$ cat src/rtl/sfp_pkg.sv
package sfp_pkg;
  localparam int unsigned SFP_ADDR_W = 8;
  localparam int unsigned SFP_DATA_W = 16;
  localparam int unsigned SFP_NFAULT = 2;
  localparam int unsigned SFP_UV_IDX = 0;
  localparam int unsigned SFP_OV_IDX = 1;

  typedef enum logic {
    RECOVER_AUTO  = 1'b0,
    RECOVER_LATCH = 1'b1
  } recover_mode_e;

  function automatic logic next_flag(input logic cur, input logic set, input logic clr);
    return set | (cur & ~clr);
  endfunction

  function automatic logic gate_enable(input logic master, input logic any_fault,
                                       input logic any_flag, input recover_mode_e mode);
    return master & ~any_fault & ~((mode == RECOVER_LATCH) & any_flag);
  endfunction
endpackage

$ cat src/rtl/sfp_flag.sv
module sfp_flag (
  input  logic clk,
  input  logic rst_n,
  input  logic fault,
  input  logic clr_req,
  output logic flag_q,
  output logic clr_blocked
);
  import sfp_pkg::*;

  assign clr_blocked = clr_req & fault;

  always_ff @(posedge clk or negedge rst_n) begin
    if (!rst_n) flag_q <= 1'b0;
    else        flag_q <= next_flag(flag_q, fault, clr_req);
  end
endmodule

$ cat src/rtl/sfp_readport.sv
module sfp_readport #(
  parameter int unsigned ADDR_W      = 8,
  parameter int unsigned DATA_W      = 16,
  parameter int unsigned NFAULT      = 2,
  parameter logic [ADDR_W-1:0] STATUS_ADDR = 8'h12,
  parameter int unsigned UV_POS      = 3,
  parameter int unsigned OV_POS      = 2
) (
  input  logic              rd_en,
  input  logic [ADDR_W-1:0] rd_addr,
  input  logic [NFAULT-1:0] flags,
  output logic              rd_hit,
  output logic [DATA_W-1:0] rd_data
);
  localparam int unsigned POS_W = $clog2(DATA_W);

  function automatic logic [DATA_W-1:0] pack_word(input logic [NFAULT-1:0] f);
    logic [DATA_W-1:0] w;
    w = '0;
    w[POS_W'(UV_POS)] = f[sfp_pkg::SFP_UV_IDX];
    w[POS_W'(OV_POS)] = f[sfp_pkg::SFP_OV_IDX];
    return w;
  endfunction

  assign rd_hit  = rd_en && (rd_addr == STATUS_ADDR);
  assign rd_data = rd_hit ? pack_word(flags) : '0;
endmodule

$ cat src/rtl/sfp_gate.sv
module sfp_gate #(
  parameter int unsigned NFAULT = 2
) (
  input  logic              master_en,
  input  logic              latch_recover,
  input  logic [NFAULT-1:0] faults,
  input  logic [NFAULT-1:0] flags,
  output logic              any_fault,
  output logic              any_flag,
  output logic              stage_en
);
  import sfp_pkg::*;

  recover_mode_e mode;

  assign mode      = recover_mode_e'(latch_recover);
  assign any_fault = |faults;
  assign any_flag  = |flags;
  assign stage_en  = gate_enable(master_en, any_fault, any_flag, mode);
endmodule

$ cat src/rtl/supply_fault_guard.sv
module supply_fault_guard #(
  parameter int unsigned ADDR_W      = sfp_pkg::SFP_ADDR_W,
  parameter int unsigned DATA_W      = sfp_pkg::SFP_DATA_W,
  parameter logic [ADDR_W-1:0] STATUS_ADDR = 8'h12,
  parameter int unsigned UV_POS      = 3,
  parameter int unsigned OV_POS      = 2
) (
  input  logic              clk,
  input  logic              rst_n,
  input  logic              uv_fault,
  input  logic              ov_fault,
  input  logic              latch_recover,
  input  logic              master_en,
  input  logic              rd_en,
  input  logic [ADDR_W-1:0] rd_addr,
  output logic [DATA_W-1:0] rd_data,
  output logic              stage_en
);
  import sfp_pkg::*;
  localparam int unsigned NF = SFP_NFAULT;

  logic [NF-1:0] fault_vec;
  logic [NF-1:0] flag_vec;
  logic [NF-1:0] clr_blocked;
  logic          rd_hit;
  logic          any_fault;
  logic          any_flag;

  assign fault_vec[SFP_UV_IDX] = uv_fault;
  assign fault_vec[SFP_OV_IDX] = ov_fault;

  for (genvar i = 0; i < NF; i++) begin : g_flag
    sfp_flag u_flag (
      .clk        (clk),
      .rst_n      (rst_n),
      .fault      (fault_vec[i]),
      .clr_req    (rd_hit),
      .flag_q     (flag_vec[i]),
      .clr_blocked(clr_blocked[i])
    );
  end

  sfp_readport #(
    .ADDR_W(ADDR_W), .DATA_W(DATA_W), .NFAULT(NF),
    .STATUS_ADDR(STATUS_ADDR), .UV_POS(UV_POS), .OV_POS(OV_POS)
  ) u_read (
    .rd_en  (rd_en),
    .rd_addr(rd_addr),
    .flags  (flag_vec),
    .rd_hit (rd_hit),
    .rd_data(rd_data)
  );

  sfp_gate #(.NFAULT(NF)) u_gate (
    .master_en    (master_en),
    .latch_recover(latch_recover),
    .faults       (fault_vec),
    .flags        (flag_vec),
    .any_fault    (any_fault),
    .any_flag     (any_flag),
    .stage_en     (stage_en)
  );
endmodule

$ cat config.mk
export PLATFORM = sky130hd
export DESIGN_NAME = supply_fault_guard
export DESIGN_NICKNAME = d
export VERILOG_FILES = /design/src/rtl/sfp_pkg.sv /design/src/rtl/sfp_flag.sv /design/src/rtl/sfp_readport.sv /design/src/rtl/sfp_gate.sv /design/src/rtl/supply_fault_guard.sv
export SDC_FILE = /design/constraint.sdc
export NUM_CORES = 1
export LEC_CHECK = 0
export ABC_CLOCK_PERIOD_IN_PS = 1160
export BUFFER_PORTS_ARGS = -buffer_cell sky130_fd_sc_hd__buf_4
export CELL_PAD_IN_SITES_DETAIL_PLACEMENT = 0
export CELL_PAD_IN_SITES_GLOBAL_PLACEMENT = 1
export CORE_AREA = 2 2 41 43
export CTS_BUF_LIST = sky130_fd_sc_hd__clkbuf_8
export DETAILED_ROUTE_END_ITERATION = 8
export DIE_AREA = 0 0 43 45
export PLACE_DENSITY = 0.7
export SYNTH_ARGS = -nofsm -noshare
export SYNTH_HDL_FRONTEND = slang
export SYNTH_SLANG_ARGS = --single-unit
$ cat constraint.sdc
create_clock -name clk -period 1.16 [get_ports clk]
set_input_delay 0.116 -clock clk [delete_from_list [all_inputs] [get_ports clk]]
set_output_delay 0.116 -clock clk [all_outputs]
set_load 0.1 [all_outputs]
[Word level (Yosys, flattened, before mapping)]
Index checks and enable logic that the tools add are counted.
Operators by class
  equality and inequality tests: 1
  muxes and demuxes: 1
  bitwise operators: 10
  reductions and logical operators: 3
Operators with widths (number)
  8-bit by 5-bit equality test with 1-bit output, second input constant: 1
  1-bit bitwise AND: 5
  4-bit two-way mux: 1
  2-bit OR reduction: 2
  1-bit NOT: 3
  1-bit OR: 2
  1-bit logical AND: 1
Storage, ports and cells
  register bits: 2
  output and inout bits: 17

[Depth between registers and ports, before layout]
  depth in word-level cells: 5
  depth in mapped cells: 2
  depth with buffers taken out: 2

[Hierarchy]
From an unflattened synthesis, not the netlist that was laid out.
Second synthesis, totals
  cell total of the unflattened synthesis: 34
  area, all modules: 295.3 um^2
Modules (own cells, without submodules)
  sfp_readport: instances 1, cells an instance 22, area each 176.4 um^2, seq. area each 0.0 um^2
  sfp_flag: instances 2, cells an instance 4, area each 43.8 um^2, seq. area each 25.0 um^2
  sfp_gate: instances 1, cells an instance 4, area each 31.3 um^2, seq. area each 0.0 um^2

[Worst setup path before layout]
No wires, ideal clock.
  path kind: input-to-output
  start: input rd_addr[7]
  end: output rd_data[2]
  arrival: 3520 ps
  required time: 1044 ps
  path slack: -2476 ps
  cell stages on the path: 2
  buffers on the path: 0
  path through: or4b_4 > nor4_1
On the way
  longest elaborated chain between the ends: 3
Ends and longest elaborated chain
  start, declared: RTL line supply_fault_guard.sv:15  | input logic [ADDR_W-1:0] rd_addr,
  8-bit by 5-bit equality test with 1-bit output: RTL line sfp_readport.sv:25  | assign rd_hit = rd_en && (rd_addr == STATUS_ADDR);
  1-bit logical AND: RTL line sfp_readport.sv:25
  4-bit two-way mux: RTL line sfp_readport.sv:26  | assign rd_data = rd_hit ? pack_word(flags) : '0;
  end, declared: RTL line supply_fault_guard.sv:16  | output logic [DATA_W-1:0] rd_data,
Every way passes these cells.

[Final worst setup path]
  start: input rd_addr[7]
  end: output rd_data[3]
The elaborated chain is that of the path after synthesis.

==> key figures <==
Setup path
  – CP arrival: 1.19 ns
  – Max FO, Critical Path: 2
  – Reg2reg start: g_flag[0].u_flag.flag_q
  – Critical Path Sink Type: output pin
  – Worst Setup SP: rd_addr[7]
  – Startpoint types: input pin
  – Required @ worst endpoint: 1.04 ns
  – Critical path class: in2out

STA
  – Final hold vios: 0
  – Fin. max-slew vios: 0
  – Worst Setup Slack, final: -0.148 ns
  – Clock Skews: 0 ns
  – Final min period: between 1 and 1.5 ns
  – RSZ-0062 raised after global routing: yes
  – Setup TNS: -0.332 ns
  – Final hold slack: 0.200 ns
  – Fmax: 0.764 GHz
  – Period utilization: 113%
  – Setup-failing EPs final: 3

Logic synthesis
  – Post-Synth Adder-Cell Area: 0%
  – Post-synthesis mux area share: 0%
  – Average size of a mapped cell: 7.90 µm²
  – Compound-Gate Fraction of Synth Area: 6.33%
  – Area leader, netlist: buf_4
  – EDFF count, synth: 0
  – Post-synthesis async set-or-reset flop share: 100%
  – Count leader, synth: buf_4
  – Post-Synthesis Cells: 35
  – Synth area leaders: buf_4 38%, dfrtp_1 18%, nor4b_1 9.5%, or4b_4 5.0%, a31oi_1 4.5%
  – Xor/xnor share of the synthesized area: 0%
  – Main combinational cell family by area after synthesis: buffers and inverters
  – #FFs+latches synth: 2
  – Synth Cell Area: 277 µm²
  – Post-synth top area share: about two fifths
  – Register area share after synthesis: 18.1%
  – Ys flop type: dfrtp_1
  – Unique masters post-synth: 14
  – Most frequent cells after synthesis: 14 x buf_4, 3 x nor2_1, 3 x nor4b_1
  – Synth warn: 0
  – Simple-gate share of the synthesized area: 33.5%

Clock tree
  – Num Clock Sinks: 2
  – Worst-Skew Late Latency: 0.20 ns
  – Num CTS Buffers: 3
  – CTS Buffer Depth: 2
  – H-tree levels: 1
  – CTS tree: done
  – Clock transition at path regs: around 0.030 ns
  – CTS Root Cell: clkbuf_8

Final layout
  – Number of flip-flops in the largest register: 2
  – Area Overhead vs Synth: 83.3%
  – Ant. Diodes: 0
  – Cell area after layout: 507 µm²
  – Net count, final: 75
  – Reg with most FFs: g_flag.u_flag.flag_q
  – Final core occ: 34.4%
  – Biggest regs: g_flag.u_flag.flag_q x2
  – Filler cell count: roughly 170
  – Non-filler cells, final: 74
  – Ratio of cells with drive above 1 in the final layout: 48.3%

Pwr
  – P_leak: 0.241 nW
  – Pwr/cell area: 1230 mW/mm²
  – Tot Pwr: 622 µW
  – Max VDD drop: 414 µV

Detailed routing
  – Initial DRT Pass Iterations: 2
  – Detail Route Antenna Nets: 0
  – Total Routed Length: between 600 and 700 µm
  – DR WL/cell: 8.58 µm
  – DR DRC count: 0
  – Drt initial violations: 3
  – DR vias/cell: 3.80
  – Total number of vias: 281

Floorplanning
  – Die X-Extent: 43 µm
  – Starting Density: 18.8%
  – Total die area: 0.00194 mm²
  – Die height: 45 µm
  – Row count: 14
  – I/O pin count: 32
  – Core ar.: 0.00147 mm²

Place
  – Placed cells: 70
  – IO buf count: 17
  – RD Place Congestion: about 0.66
  – Pre-CTS WS: -0.224 ns
  – Post-DP Area: 424 µm²

GRT
  – Gr usage total: 7.65%
  – Largest net degree at the start of global routing: 4
  – Total gr overflow: 0
  – Vias in the first global route: 294
  – Initial antenna violation count: 0
  – First-pass GRT wire length: 1.10 mm

Status
  – Status: finished with violations
  – Failing checks: negative setup slack

Flow run
  – Number of max-cap violations: 0

Hold path
  – Worst Min Path Start: ov_fault
  – Worst hold path type: in2reg
-- worst max-delay path, cell delays in order --
cell	delay (ns)
buf_6	0.09
or4b_4	0.57
nor4_4	0.16
buf_6	0.26
-- path summary, 6_finish.rpt --
kind | endpoint | slack (ns) | cells after the start
setup / recovery | rd_data[3] | -0.15 | 4
hold / removal | g_flag[1].u_flag.flag_q | 0.20 | 3
setup reg to reg | g_flag[0].u_flag.flag_q | 0.46 | 2
hold reg to reg | g_flag[1].u_flag.flag_q | 0.58 | 2
max in group asynchronous | g_flag[1].u_flag.flag_q | 0.84 | 2
min in group asynchronous | g_flag[0].u_flag.flag_q | 0.24 | 2
-- layer usage --
metal | part of all wire [%] | track usage (%) | wire [µm] | vias up
met5 | 0 | 0 | 0 | -
li1 | - | - | - | 139
met3 | 12 | 2.80 | 76 | 0
met4 | 0 | 5.45 | 0 | 0
met1 | 33 | 8.05 | 212 | 126
met2 | 54 | 12.7 | 346 | 16
-- report_power, final --
part           switching (mW)  total [mW]  leakage [nW]  internal [mW]
registers            0.000116      0.0707        0.0175         0.0705
clock network          0.0463       0.265        0.0216          0.219
logic                   0.230       0.286         0.202         0.0560
-- repair_timing --
item,4_1_cts,5_1_grt
pin swaps,1,1
gates resized for setup,9,0
hold buffers,1,0
buffers inserted,0,0
endpoints found under the hold margin,2,0
setup endpoints to repair,3,3
-- cells by family after synthesis --
family / after synthesis
buffers and inverters: 16
AO/OA/AOI/OAI: 3
AND/OR/NAND/NOR: 13
other: 1
flip-flops: 2
-- final cells by class --
| type | count | area, µm² | area share [%] |
|---|---|---|---|
| Multi-Input combinational cell | 30 | 200 | 39.5 |
| Timing Repair Buffer | 21 | 188 | 37.0 |
| Sequential cell | 2 | 50.0 | 9.88 |
| Clock buffer | 3 | 41.3 | 8.15 |
| Tap cell | 16 | 20.0 | 3.95 |
| Inverter | 2 | 7.51 | 1.48 |
-- cells in the final DEF, fill, tap and decap left out, drive strengths merged --
master / count
buf: 20
conb: 14
nor4b: 3
nor2: 3
clkbuf: 3
inv: 2
nor4: 2
a31oi: 2
dfrtp: 2
or2b: 1
or4b: 1
or3b: 1
nor2b: 1
o21ai: 1
and3: 1
dlygate4sd3: 1
No activity file was read; power rests on OpenSTA's default activity.
